[config.mk]
export PLATFORM = sky130hd
export DESIGN_NAME = bus_watchdog
export DESIGN_NICKNAME = d
export VERILOG_FILES = /design/src/rtl/bw_pkg.sv /design/src/rtl/bw_sync.sv /design/src/rtl/bw_cond_det.sv /design/src/rtl/bw_timer.sv /design/src/rtl/bus_watchdog.sv
export SDC_FILE = /design/constraint.sdc
export NUM_CORES = 1
export LEC_CHECK = 0
export BUFFER_PORTS_ARGS = -buffer_cell sky130_fd_sc_hd__buf_2
export CAP_MARGIN = 10
export CORE_MARGIN = 2
export CORE_UTILIZATION = 35
export CTS_CLUSTER_DIAMETER = 120
export DETAILED_ROUTE_END_ITERATION = 8
export GPL_ROUTABILITY_DRIVEN = 0
export GPL_TIMING_DRIVEN = 0
export PLACE_DENSITY = 0.57
export SLEW_MARGIN = 25
export SYNTH_ARGS = -nofsm -noshare
export SYNTH_HDL_FRONTEND = slang
export SYNTH_HIERARCHICAL = 1
export SYNTH_SLANG_ARGS = --single-unit
[constraint.sdc]
create_clock -name clk -period 2.28 [get_ports clk]
set_input_delay 0.456 -clock clk [delete_from_list [all_inputs] [get_ports clk]]
set_output_delay 0.456 -clock clk [all_outputs]
set_load 0.01 [all_outputs]
[src/rtl/bw_pkg.sv]
package bw_pkg;

   // Period selector codes
   typedef enum logic [1:0] {
      SEL_LONG  = 2'b00,
      SEL_MID   = 2'b01,
      SEL_SHORT = 2'b10,
      SEL_OFF   = 2'b11
   } wd_sel_e;

   // Bus sequence tracking
   typedef enum logic [1:0] {
      BUS_IDLE    = 2'b00,
      BUS_STARTED = 2'b01,
      BUS_CLOCKED = 2'b10
   } bus_st_e;

   typedef enum logic {
      PH_COUNT = 1'b0,
      PH_PULSE = 1'b1
   } wd_phase_e;

endpackage

[src/rtl/bw_sync.sv]
module bw_sync #(
   parameter int   STAGES  = 2,
   parameter logic RST_VAL = 1'b1
) (
   input  logic clk,
   input  logic rst_n,
   input  logic d_i,
   output logic q_o
);

   generate
      if (STAGES < 2) begin : g_bad_depth
         $error("bw_sync: STAGES must be at least 2");
      end
   endgenerate

   logic [STAGES-1:0] chain_q;

   always_ff @(posedge clk or negedge rst_n) begin
      if (!rst_n) chain_q <= {STAGES{RST_VAL}};
      else        chain_q <= {chain_q[STAGES-2:0], d_i};
   end

   assign q_o = chain_q[STAGES-1];

endmodule

[src/rtl/bw_cond_det.sv]
module bw_cond_det
   import bw_pkg::*;
(
   input  logic clk,
   input  logic rst_n,
   input  logic scl_s_i,
   input  logic sda_s_i,
   output logic kick_o
);

   logic    scl_q, sda_q;
   logic    start_c, stop_c;
   bus_st_e state_q, state_d;

   always_ff @(posedge clk or negedge rst_n) begin
      if (!rst_n) begin
         scl_q <= 1'b1;
         sda_q <= 1'b1;
      end else begin
         scl_q <= scl_s_i;
         sda_q <= sda_s_i;
      end
   end

   assign start_c = scl_q & scl_s_i & sda_q & ~sda_s_i;
   assign stop_c  = scl_q & scl_s_i & ~sda_q & sda_s_i;

   always_comb begin
      state_d = state_q;
      if (start_c) state_d = BUS_STARTED;
      else if (stop_c) state_d = BUS_IDLE;
      else if (state_q == BUS_STARTED && !scl_s_i) state_d = BUS_CLOCKED;
   end

   always_ff @(posedge clk or negedge rst_n) begin
      if (!rst_n) state_q <= BUS_IDLE;
      else        state_q <= state_d;
   end

   assign kick_o = stop_c && (state_q == BUS_CLOCKED);


   no_skip_chk: assert property (@(posedge clk) disable iff (!rst_n)
      (state_q == BUS_IDLE) |=> (state_q != BUS_CLOCKED));

endmodule

[src/rtl/bw_timer.sv]
module bw_timer
   import bw_pkg::*;
#(
   parameter int TICKS_LONG  = 1024,
   parameter int TICKS_MID   = 256,
   parameter int TICKS_SHORT = 64,
   parameter int PULSE_TICKS = 8
) (
   input  logic    clk,
   input  logic    rst_n,
   input  logic    tick_i,
   input  logic    kick_i,
   input  wd_sel_e sel_i,
   output logic    wdt_o
);

   localparam int MAX_T = (TICKS_LONG > PULSE_TICKS) ? TICKS_LONG : PULSE_TICKS;
   localparam int CNT_W = $clog2(MAX_T + 1);
   localparam logic [CNT_W-1:0] LIM_LONG  = CNT_W'(TICKS_LONG - 1);
   localparam logic [CNT_W-1:0] LIM_MID   = CNT_W'(TICKS_MID - 1);
   localparam logic [CNT_W-1:0] LIM_SHORT = CNT_W'(TICKS_SHORT - 1);
   localparam logic [CNT_W-1:0] LIM_PULSE = CNT_W'(PULSE_TICKS - 1);

   logic [CNT_W-1:0] cnt_q, lim_c;
   wd_phase_e        phase_q;

   always_comb begin
      case (sel_i)
         SEL_MID:   lim_c = LIM_MID;
         SEL_SHORT: lim_c = LIM_SHORT;
         default:   lim_c = LIM_LONG;
      endcase
   end

   always_ff @(posedge clk or negedge rst_n) begin
      if (!rst_n) begin
         phase_q <= PH_COUNT;
         cnt_q   <= '0;
      end else if (sel_i == SEL_OFF) begin
         phase_q <= PH_COUNT;
         cnt_q   <= '0;
      end else if (phase_q == PH_COUNT) begin
         if (kick_i) begin
            cnt_q <= '0;
         end else if (tick_i) begin
            if (cnt_q >= lim_c) begin
               phase_q <= PH_PULSE;
               cnt_q   <= '0;
            end else begin
               cnt_q <= cnt_q + 1'b1;
            end
         end
      end else if (tick_i) begin
         if (cnt_q == LIM_PULSE) begin
            phase_q <= PH_COUNT;
            cnt_q   <= '0;
         end else begin
            cnt_q <= cnt_q + 1'b1;
         end
      end
   end

   assign wdt_o = (phase_q == PH_PULSE);


   off_quiet_chk: assert property (@(posedge clk) disable iff (!rst_n)
      (sel_i == SEL_OFF) |=> !wdt_o);


   rise_on_tick_chk: assert property (@(posedge clk) disable iff (!rst_n)
      $rose(wdt_o) |-> $past(tick_i));


   fall_on_tick_chk: assert property (@(posedge clk) disable iff (!rst_n)
      $fell(wdt_o) |-> ($past(tick_i) || $past(sel_i) == SEL_OFF));


   kick_clear_chk: assert property (@(posedge clk) disable iff (!rst_n)
      (kick_i && !wdt_o && sel_i != SEL_OFF) |=> (cnt_q == '0 && !wdt_o));


   cnt_range_chk: assert property (@(posedge clk) disable iff (!rst_n)
      cnt_q <= CNT_W'(MAX_T - 1));

endmodule

[src/rtl/bus_watchdog.sv]
module bus_watchdog
   import bw_pkg::*;
#(
   parameter int SYNC_STAGES = 2,
   parameter int TICKS_LONG  = 1024,
   parameter int TICKS_MID   = 256,
   parameter int TICKS_SHORT = 64,
   parameter int PULSE_TICKS = 8
) (
   input  logic       clk,
   input  logic       rst_n,
   input  logic       tick_i,
   input  logic       scl_i,
   input  logic       sda_i,
   input  logic       cfg_we_i,
   input  logic [1:0] cfg_wdata_i,
   input  logic       wp_i,
   output logic [1:0] period_sel_o,
   output logic       wdt_rst_o
);

   generate
      if (!(TICKS_LONG > TICKS_MID && TICKS_MID > TICKS_SHORT && TICKS_SHORT > 1)) begin : g_bad_periods
         $error("bus_watchdog: periods must satisfy LONG > MID > SHORT > 1");
      end
      if (PULSE_TICKS < 1) begin : g_bad_pulse
         $error("bus_watchdog: PULSE_TICKS must be at least 1");
      end
   endgenerate

   logic    scl_s, sda_s, kick;
   wd_sel_e sel_q;

   bw_sync #(.STAGES(SYNC_STAGES), .RST_VAL(1'b1)) u_sync_scl (
      .clk(clk), .rst_n(rst_n), .d_i(scl_i), .q_o(scl_s));

   bw_sync #(.STAGES(SYNC_STAGES), .RST_VAL(1'b1)) u_sync_sda (
      .clk(clk), .rst_n(rst_n), .d_i(sda_i), .q_o(sda_s));

   bw_cond_det u_det (
      .clk(clk), .rst_n(rst_n), .scl_s_i(scl_s), .sda_s_i(sda_s), .kick_o(kick));

   always_ff @(posedge clk or negedge rst_n) begin
      if (!rst_n)                  sel_q <= SEL_LONG;
      else if (cfg_we_i && !wp_i)  sel_q <= wd_sel_e'(cfg_wdata_i);
   end

   assign period_sel_o = sel_q;

   bw_timer #(
      .TICKS_LONG(TICKS_LONG), .TICKS_MID(TICKS_MID),
      .TICKS_SHORT(TICKS_SHORT), .PULSE_TICKS(PULSE_TICKS)
   ) u_timer (
      .clk(clk), .rst_n(rst_n), .tick_i(tick_i), .kick_i(kick),
      .sel_i(sel_q), .wdt_o(wdt_rst_o));


   wp_lock_chk: assert property (@(posedge clk) disable iff (!rst_n)
      wp_i |=> $stable(sel_q));

endmodule

==> impl_metrics.py, run 1 <==
metrics = {
    "sta": {
        "max_slew.worst_pin.slew_ps": 779.5,
        "tns_ps": 0,
        "fin_crit_ps": 2179,
        "drv_slew": 0,
        "hold_viol": 0,
        "min_period_over_period_pct": 95.56,
        "finalClockSkew_ps": 1.347,
        "setup_violations": 0,
        "fmax_mhz": 459.0,
        "relSlewSlack_pct": 47.63,
    },
    "cts": {
        "cts_tree": "built",
        "path_clk_slew_ps": 120,
        "cts_hold_buf": 0,
        "cts_buffer_depth": 2,
        "cts-root-buf": "clkbuf_4",
        "cts_inserted_buffers": 3,
        "cts_sinks": 22,
        "h-tree-depth": 1,
        "clk_latency_ps": 300,
    },
    "drt": {
        "drt_wl_total_um": 2418,
        "ant_nets": 0,
        "dr.pass1.iters": 4,
        "vias": 906,
        "vias_per_cell": 5.177,
        "remaining_drc_errors": 0,
        "wl_per_cell_um": 13.82,
        "drt_iter0_drc": 29,
    },
    "finish": {
        "n_fill_cell": 332,
        "drive_gt1_share_pct": 32.56,
        "stdcell_area_mm2": 0.001450,
        "diodes": 0,
        "area_growth_pct": 19.48,
        "nNetsFinal": 145,
    },
    "synth": {
        "syn_area_mm2": 0.001214,
        "synth_top_family_by_area": "simple AND/OR/NAND/NOR gates",
        "ys_warn_count": 6,
        "synthXorXnorAreaFrac_pct": 6.495,
        "synthCells": 113,
        "synth_area_leaders": "dfrtp_1, dfstp_2, ha_1",
        "synth_most_common_cell": "dfrtp_1",
        "synthAdderAreaFrac_pct": 6.186,
        "yosysSeqAreaShare_pct": 45.98,
        "syn_area_per_cell_um2": 10.74,
        "synth_mux_area_share_pct": 3.299,
        "synth-simple-area-share_pct": 24.43,
        "synth_top_area_share_pct": 32.99,
        "postSynth.asyncResetShare_pct": 100.0,
        "synth_compound_area_share_pct": 10.82,
        "synthDistinctLibCells": 40,
        "ys_ff_latch": 22,
        "synth_common_cells": "dfrtp_1, nor2_1, nand2_1, dfstp_2, ha_1",
        "synth_edf_count": 0,
        "yosys.area.top_type": "dfrtp_1",
        "syn-num-nets": 128,
        "ys.flop_type": "dfrtp_1",
    },
    "worst_setup_path": {
        "startpoint_type": "register",
        "endpoint_kind": "register",
        "crit_fanout": 8,
        "required_ps": 2490,
        "crit_type": "register to register",
        "crit_arrival_ps": 2380,
    },
    "global_route": {
        "grt_pass1_wl_um": 4133,
        "grt_pass1_vias": 908,
        "overflow": 0,
        "grt_use_total_pct": 13.61,
        "grt_max_degree": 23,
        "grt_antenna_before_repair": 0,
    },
    "power": {
        "p_int_mw": 0.7044,
        "irDropWorstVdd_v": 0.0001996,
        "p_sw_share_pct": 29.08,
        "power_switching_mw": 0.2888,
        "p_per_area_mw_per_mm2": 684.9,
        "power.share.sequential_pct": 48.5,
        "combPwrFrac_pct": 21.5,
        "clkPwrFrac_pct": 30.0,
        "power_leakage_nw": 0.6111,
        "p_total_mw": 0.9931,
    },
    "floorplanning": {
        "core_area_mm2": 0.003337,
        "initial_core_util_pct": 36.37,
        "rows": 21,
        "die_h_um": 62.89,
        "die_w_um": 62.89,
        "io_pins": 12,
        "dieArea_mm2": 0.003955,
    },
    "min_path": {
        "hold_class": "input port to asynchronous set/reset pin",
    },
    "outcome": {
        "status": "finished, final reports clean",
    },
    "placed_design": {
        "place.port_buffers": 11,
        "placed_area_mm2": 0.001326,
        "dpl.hpwl_um": 1770,
    },
    "flow_run": {
        "maxCapViolCount": 0,
    },
}
## state kept, by name, summed over array words and instances (netlist names)
signal	cells
u_det/state_q	2
u_det/sda_q	1
u_sync_scl/chain_q	2
u_timer/wdt_o	1
u_timer/cnt_q	11
u_sync_sda/chain_q	2
u_det/scl_q	1
period_sel_o	2
## routing by layer
| layer | share of wire (%) | global-route usage (%) | vias to the layer above |
|---|---|---|---|
| met3 | 1.7 | 2.162 | 2 |
| met1 | 47 | 17.15 | 447 |
| met5 | 0 | 0 | - |
| li1 | - | - | 441 |
| met2 | 50 | 22.21 | 16 |
| met4 | 1.1 | 7.500 | 0 |
## repair_timing
action	CTS	global route
gates cloned	0	0
setup buffers	1	1
hold endpoints to repair	0	0
setup endpoints to repair	11	12
gates resized for setup	1	11
pin swaps	1	5
## worst max-delay path, stage by stage, from the launching register on
cell and delay, ps:
dfrtp_2 470, ha_1 310, inv_2 60, ha_4 270, nand3b_1 110, a2111oi_4 390, o31ai_2 130, o21ai_2 140
buf_6 140, nor2_1 50
## placed cells by master (no fill, tap or decap), types with 2 or more instances in the layout
cell type | Yosys | routed
buf_6 | 1 | 2
inv_2 | 0 | 2
dfrtp_1 | 16 | 15
o21ai_1 | 0 | 2
mux2_4 | 2 | 2
xnor2_1 | 4 | 4
nor2_1 | 13 | 13
buf_2 | 0 | 11
ha_1 | 6 | 4
nand4_1 | 4 | 4
a21oi_1 | 2 | 2
nand3_1 | 5 | 5
inv_1 | 5 | 3
nand4b_1 | 2 | 2
nor3_1 | 4 | 4
clkbuf_4 | 0 | 3
nand3b_1 | 2 | 2
dfstp_2 | 6 | 6
ha_4 | 0 | 2
xor2_1 | 5 | 5
nand2_1 | 10 | 10
nor4_1 | 2 | 2
## logic make-up (layout without fill, tap and decap cells)
| group | count (synthesis) | count (layout) |
|---|---|---|
| flip-flops | 22 | 22 |
| AND/OR/NAND/NOR | 52 | 52 |
| AO/OA/AOI/OAI | 14 | 14 |
| adder cells (fa/ha/maj) | 6 | 6 |
| multiplexers | 3 | 3 |
| buffers and inverters | 7 | 23 |
| XOR/XNOR | 9 | 9 |
## power groups by stage
stage | sequential [mW] | clock [mW] | combinational, mW
4_1_cts | 0.480 | 0.304 | 0.189
3_3_place_gp | 0.485 | 0 | 0.177
2_1_floorplan | 0.478 | 0 | 0.131
5_1_grt | 0.488 | 0.330 | 0.243
6_report | 0.482 | 0.297 | 0.214
3_5_place_dp | 0.487 | 0 | 0.183
## cell type report
cell class / instances / area (um2) / area share [%]
Sequential cell: 22 / 559.3 / 38.57
Timing Repair Buffer: 13 / 73.82 / 5.091
Inverter: 5 / 18.77 / 1.294
Clock buffer: 3 / 22.52 / 1.553
Tap cell: 46 / 57.56 / 3.969
Clock inverter: 1 / 30.03 / 2.071
Buffer: 1 / 11.26 / 0.7765
Multi-Input combinational cell: 84 / 676.9 / 46.68
## through the flow
| stage | setup WS, ps | utilization, % | instances | hold WS, ps |
|---|---|---|---|---|
| after floorplan | 121.6 | - | 113 | 160.4 |
| after detailed placement | -64.64 | 39.75 | 170 | 348.4 |
| after global placement | -31.00 | 39.75 | 170 | 346.4 |
| after CTS | 7.007 | 41.77 | 175 | 95.68 |
| final | 101.2 | 43.46 | 175 | 83.66 |
| after global routing | -7.641 | 43.46 | 175 | 86.89 |
## final timing paths
check | from | end | slack, ps | cells past startpoint
worst min register to register | u_sync_sda/chain_q[0] | u_sync_sda/chain_q[1] | 370 | 0
worst max-delay path | period_sel_o[1] | u_timer/cnt_q[7] | 100 | 9
worst max register to register | period_sel_o[1] | u_timer/cnt_q[7] | 100 | 9
min in group clk | scl_i | u_sync_scl/chain_q[0] | 230 | 1
worst min-delay path | rst_n | u_timer/cnt_q[9] | 80 | 1
max in group asynchronous | rst_n | u_sync_sda/chain_q[1] | 1850 | 1
Note: power is estimated with default switching activity, not from simulation.
==> inputs of run 2 (changes only) <==
ABC_AREA = 1   (was not set)
PLACE_DENSITY = 0.56   (was 0.57)
==> impl_metrics.py, run 2 <==
metrics = {
    "finish": {
        "register_area_um2": 558.0,
        "n_fill_cell": 435,
        "drive_gt1_share_pct": 28.57,
        "diodes": 0,
        "area_growth_pct": 13.04,
        "layout_common_cells": "nand2_1, nor2_1, inv_1",
        "largest_reg_flops": 11,
        "multi_input_area_um2": 765.7,
        "nNetsFinal": 226,
        "final_common_cell": "nand2_1",
        "finalNonFillerCells": 260,
        "regMostFlops": "u_timer/cnt_q",
    },
    "drt": {
        "remaining_drc_errors": 0,
        "ant_nets": 0,
        "vias_per_cell": 4.427,
        "drt_wl_total_um": 2649,
        "drt_iter0_drc": 30,
        "vias": 1151,
        "dr.pass1.iters": 4,
        "wl_per_cell_um": 10.19,
    },
    "worst_setup_path": {
        "required_ps": 2440,
        "endpoint_kind": "register",
        "startpoint_type": "register",
        "crit_fanout": 10,
        "crit_type": "register to register",
        "crit_arrival_ps": 2120,
    },
    "synth": {
        "synth_top_area_share_pct": 27.63,
        "synth_mux_area_share_pct": 0,
        "synth_most_common_cell": "nand2_1",
        "postSynth.asyncResetShare_pct": 100.0,
        "synth_area_leaders": "dfrtp_1, nand2_1, dfstp_2",
        "synthAdderAreaFrac_pct": 5.181,
        "syn-num-nets": 210,
        "yosysSeqAreaShare_pct": 38.51,
        "ys_ff_latch": 22,
        "synth_edf_count": 0,
        "yosys.area.top_type": "dfrtp_1",
        "ys_warn_count": 6,
        "synth_common_cells": "nand2_1, nor2_1, inv_1, nand2_2, dfrtp_1",
        "syn_area_mm2": 0.001449,
        "synth_top_family_by_area": "simple AND/OR/NAND/NOR gates",
        "synth-simple-area-share_pct": 41.80,
        "synthXorXnorAreaFrac_pct": 1.813,
        "synthCells": 195,
        "ys.flop_type": "dfrtp_1",
        "synth_compound_area_share_pct": 4.059,
        "synthDistinctLibCells": 23,
        "syn_area_per_cell_um2": 7.430,
    },
    "sta": {
        "setup_violations": 0,
        "rsz0062_at_grt": "no",
        "finalClockSkew_ps": 6.273,
        "fin_crit_ps": 1965,
        "drv_slew": 0,
        "max_slew.worst_pin.slew_ps": 495.7,
        "fmax_mhz": 508.9,
        "min_period_over_period_pct": 86.18,
        "hold_viol": 0,
        "relSlewSlack_pct": 66.95,
        "tns_ps": 0,
    },
    "cts": {
        "clk_latency_ps": 260,
        "cts_hold_buf": 0,
        "cts_tree": "built",
        "cts_buffer_depth": 2,
        "cts_inserted_buffers": 3,
        "cts_resized": 0,
        "h-tree-depth": 1,
        "post_cts_buffers": 0,
        "cts-root-buf": "clkbuf_8",
        "cts_sinks": 22,
        "path_clk_slew_ps": 80,
    },
    "placed_design": {
        "dp_cells": 256,
        "dpl.hpwl_um": 2001,
        "place.port_buffers": 11,
    },
    "floorplanning": {
        "dieArea_mm2": 0.004670,
        "initial_core_util_pct": 36.22,
        "rows": 23,
        "core_area_mm2": 0.004000,
        "die_h_um": 68.34,
        "die_w_um": 68.34,
        "io_pins": 12,
    },
    "power": {
        "p_per_area_mw_per_mm2": 691.3,
        "irDropWorstVdd_v": 0.0003724,
        "power_leakage_nw": 0.8115,
    },
    "min_path": {
        "hold_class": "input port to asynchronous set/reset pin",
    },
    "flow_run": {
        "maxCapViolCount": 0,
    },
    "global_route": {
        "grt_pass1_wl_um": 4781,
        "grt_use_total_pct": 13.93,
        "grt_pass1_vias": 1083,
        "grt_max_degree": 23,
        "grt_antenna_before_repair": 0,
        "overflow": 0,
    },
    "outcome": {
        "status": "finished, final reports clean",
    },
}
-- run 2: cell types whose count changed in the layout (fill, tap and decap cells not counted), sizes merged, moves of 3 or more --
| cell | before | now |
|---|---|---|
| nand2 | 10 | 70 |
| inv | 5 | 24 |
| nand3 | 5 | 22 |
| nor2 | 13 | 30 |
| a21oi | 3 | 7 |
| nand4 | 4 | 0 |
| nor4 | 3 | 0 |
| xnor2 | 4 | 1 |
| xor2 | 5 | 2 |
-- run 2: cells by family after synthesis --
logic type	after synthesis
xor+xnor	3
flops	22
fa+ha+maj	6
simple gates	125
buf+inv	29
compound gates	10
-- run 2: worst paths after layout --
| kind | startpoint | endpoint | slack (ps) | cells after the start |
|---|---|---|---|---|
| min in group clk | scl_i | u_sync_scl/chain_q[0] | 290 | 1 |
| min | rst_n | u_det/state_q[0] | 140 | 1 |
| max reg2reg | period_sel_o[0] | u_timer/cnt_q[1] | 320 | 14 |
| max in group asynchronous | rst_n | u_sync_sda/chain_q[0] | 1770 | 1 |
| max | period_sel_o[0] | u_timer/cnt_q[1] | 320 | 14 |
| min reg2reg | u_sync_scl/chain_q[0] | u_sync_scl/chain_q[1] | 360 | 0 |
-- run 2: per-stage QoR --
stage          hold slack [ps]  total power [mW]  utilization (%)  area [um2]  worst slack (ps)
2_1_floorplan            160.4            0.7135                -        1449             420.7
3_3_place_gp             345.7            0.7755            39.16        1567             340.8
3_5_place_dp             348.4            0.7796            39.16        1567             328.7
4_1_cts                  157.4             1.154            40.94        1638             296.7
5_1_grt                  173.1             1.228            40.94        1638             63.42
6_report                 142.9             1.132            40.94        1638             315.0
-- run 2: power by group --
group	switching (mW)	internal (mW)	total [mW]
clock	0.128	0.235	0.363
combinational	0.154	0.109	0.264
sequential	0.0583	0.447	0.506
-- run 2: critical path: stages, from the launching register on --
cell and delay, ps:
dfrtp_1 390, inv_1 80, ha_1 270, inv_1 50
ha_1 290, nand2_1 60, nor2_1 80, nand2_1 70
nor2_1 90, nand2_1 70, nand2_2 80, nand2_2 60
buf_6 160, nand3_2 70, nand2_2 40
-- run 2: area by class of cell --
type                       instances  share of cell area, %
clock inverter                     1                  1.833
buffer                             5                  2.139
multi-input combinational        144                  46.75
tap                               50                  3.820
timing repair buffer              11                  3.361
inverter                          24                  5.500
sequential                        22                  34.07
clock buffer                       3                  2.521
-- run 2: layer usage --
metal,part of all wire [%],GRT usage [%],vias to the layer above
met5,0,0,-
met4,1.4,3.750,0
met3,2.4,3.947,4
met2,45,22.33,8
met1,51,18.37,509
li1,-,-,630
==> inputs of run 3 (changes only) <==
CAP_MARGIN = not set   (was 10)
CORE_MARGIN = not set   (was 2)
==> impl_metrics.py, run 3 (synthesized netlist as in run 2, its figures left out) <==
metrics = {
    "finish": {
        "drive_gt1_share_pct": 28.57,
        "final_common_cell": "nand2_1",
        "finalNonFillerCells": 260,
        "largest_reg_flops": 11,
        "area_growth_pct": 13.04,
        "nNetsFinal": 226,
        "diodes": 0,
        "regMostFlops": "u_timer/cnt_q",
        "layout_common_cells": "nand2_1, nor2_1, inv_1",
    },
    "global_route": {
        "busiest_layer": "met2",
        "grt_util_met1_pct": 19.09,
        "grt_antenna_before_repair": 0,
        "overflow": 0,
        "grt_max_degree": 23,
        "met2_usage_pct": 21.81,
        "grt_use_total_pct": 14.17,
        "grt_pass1_vias": 1045,
        "grt_pass1_wl_um": 4595,
        "grtUsageMet3_pct": 2.069,
    },
    "worst_setup_path": {
        "crit_type": "register to register",
        "startpoint_type": "register",
        "required_ps": 2450,
        "crit_fanout": 10,
        "crit_arrival_ps": 2110,
        "endpoint_kind": "register",
    },
    "drt": {
        "drt_wl_total_um": 2670,
        "dr.pass1.iters": 4,
        "vias": 1154,
        "ant_nets": 0,
        "vias_per_cell": 4.438,
        "drt_iter0_drc": 28,
        "wl_per_cell_um": 10.27,
        "remaining_drc_errors": 0,
    },
    "cts": {
        "cts_sinks": 22,
        "post_cts_buffers": 0,
        "cts_buffer_depth": 2,
        "clk_latency_ps": 270,
        "cts_inserted_buffers": 3,
        "cts_tree": "built",
        "cts_resized": 0,
        "h-tree-depth": 1,
        "cts_hold_buf": 0,
        "cts-root-buf": "clkbuf_8",
        "path_clk_slew_ps": 80,
    },
    "floorplanning": {
        "core_area_mm2": 0.004000,
        "die_h_um": 66.34,
        "dieArea_mm2": 0.004401,
        "io_pins": 12,
        "initial_core_util_pct": 36.22,
        "rows": 23,
        "die_w_um": 66.34,
    },
    "sta": {
        "fmax_mhz": 515.9,
        "relSlewSlack_pct": 66.03,
        "max_slew.worst_pin.slew_ps": 509.5,
        "tns_ps": 0,
        "fin_crit_ps": 1938,
        "setup_violations": 0,
        "rsz0062_at_grt": "no",
        "drv_slew": 0,
        "finalClockSkew_ps": 1.822,
        "hold_viol": 0,
        "min_period_over_period_pct": 85.02,
        "fin_hold_ws_ps": 145.9,
    },
    "power": {
        "irDropWorstVdd_v": 0.0003565,
        "power_leakage_nw": 0.8115,
        "p_total_mw": 1.136,
        "p_per_area_mw_per_mm2": 693.7,
    },
    "placed_design": {
        "dpl.hpwl_um": 2000,
        "place.port_buffers": 11,
        "dp_cells": 256,
    },
    "flow_run": {
        "maxCapViolCount": 0,
    },
    "min_path": {
        "hold_class": "input port to asynchronous set/reset pin",
    },
    "outcome": {
        "status": "finished, final reports clean",
    },
}
==> run 3: metrics by stage <==
stage                     cell area (um2)  util [%]  worst slack [ps]
after floorplan                      1449         -             420.7
after global placement               1567     39.16             331.1
after CTS                            1638     40.94             309.0
after global routing                 1638     40.94             130.5
after detailed placement             1567     39.16             337.5
final                                1638     40.94             341.7
==> run 3: worst paths after layout <==
| path | start | endpoint | slack, ps | depth (start not counted) |
|---|---|---|---|---|
| setup / recovery | period_sel_o[1] | u_timer/cnt_q[2] | 340 | 13 |
| hold / removal | rst_n | u_det/state_q[0] | 150 | 1 |
| setup reg to reg | period_sel_o[1] | u_timer/cnt_q[2] | 340 | 13 |
| hold reg to reg | u_sync_scl/chain_q[0] | u_sync_scl/chain_q[1] | 360 | 0 |
| max in group asynchronous | rst_n | u_sync_scl/chain_q[0] | 1770 | 1 |
| min in group clk | sda_i | u_sync_sda/chain_q[0] | 280 | 1 |
==> run 3: layout make-up <==
type | instances | area [um2]
Buffer | 5 | 35.03
Clock buffer | 3 | 41.29
Clock inverter | 1 | 30.03
Fill cell | 420 | 2362
Inverter | 24 | 90.09
Multi-Input combinational cell | 144 | 765.7
Sequential cell | 22 | 558.0
Tap cell | 50 | 62.56
Timing Repair Buffer | 11 | 55.05
==> run 3: worst max-delay path, stage by stage, from the launching register on <==
cell and delay, ps:
dfrtp_1 450, ha_1 300, inv_1 50, ha_1 290
nand2_1 50, nor2_1 80, nand2_1 70, nor2_1 90
nand2_1 70, nand2_2 80, nand2_2 60, buf_6 160
nand3_2 70, nand2_2 40
==> run 3: routing by layer <==
layer  vias to the layer above  part of all wire (%)
met3                         4                   2.1
met1                       511                    53
met5                         -                     0
met2                         9                    43
met4                         0                   2.0
li1                        630                     -
==> run 3: report_power, final <==
part | switching, mW | total [mW] | internal [mW] | leakage (nW)
clock network | 0.134 | 0.369 | 0.235 | 0.0357
registers | 0.0581 | 0.505 | 0.447 | 0.276
logic | 0.153 | 0.262 | 0.109 | 0.500
total | 0.345 | 1.14 | 0.791 | 0.811
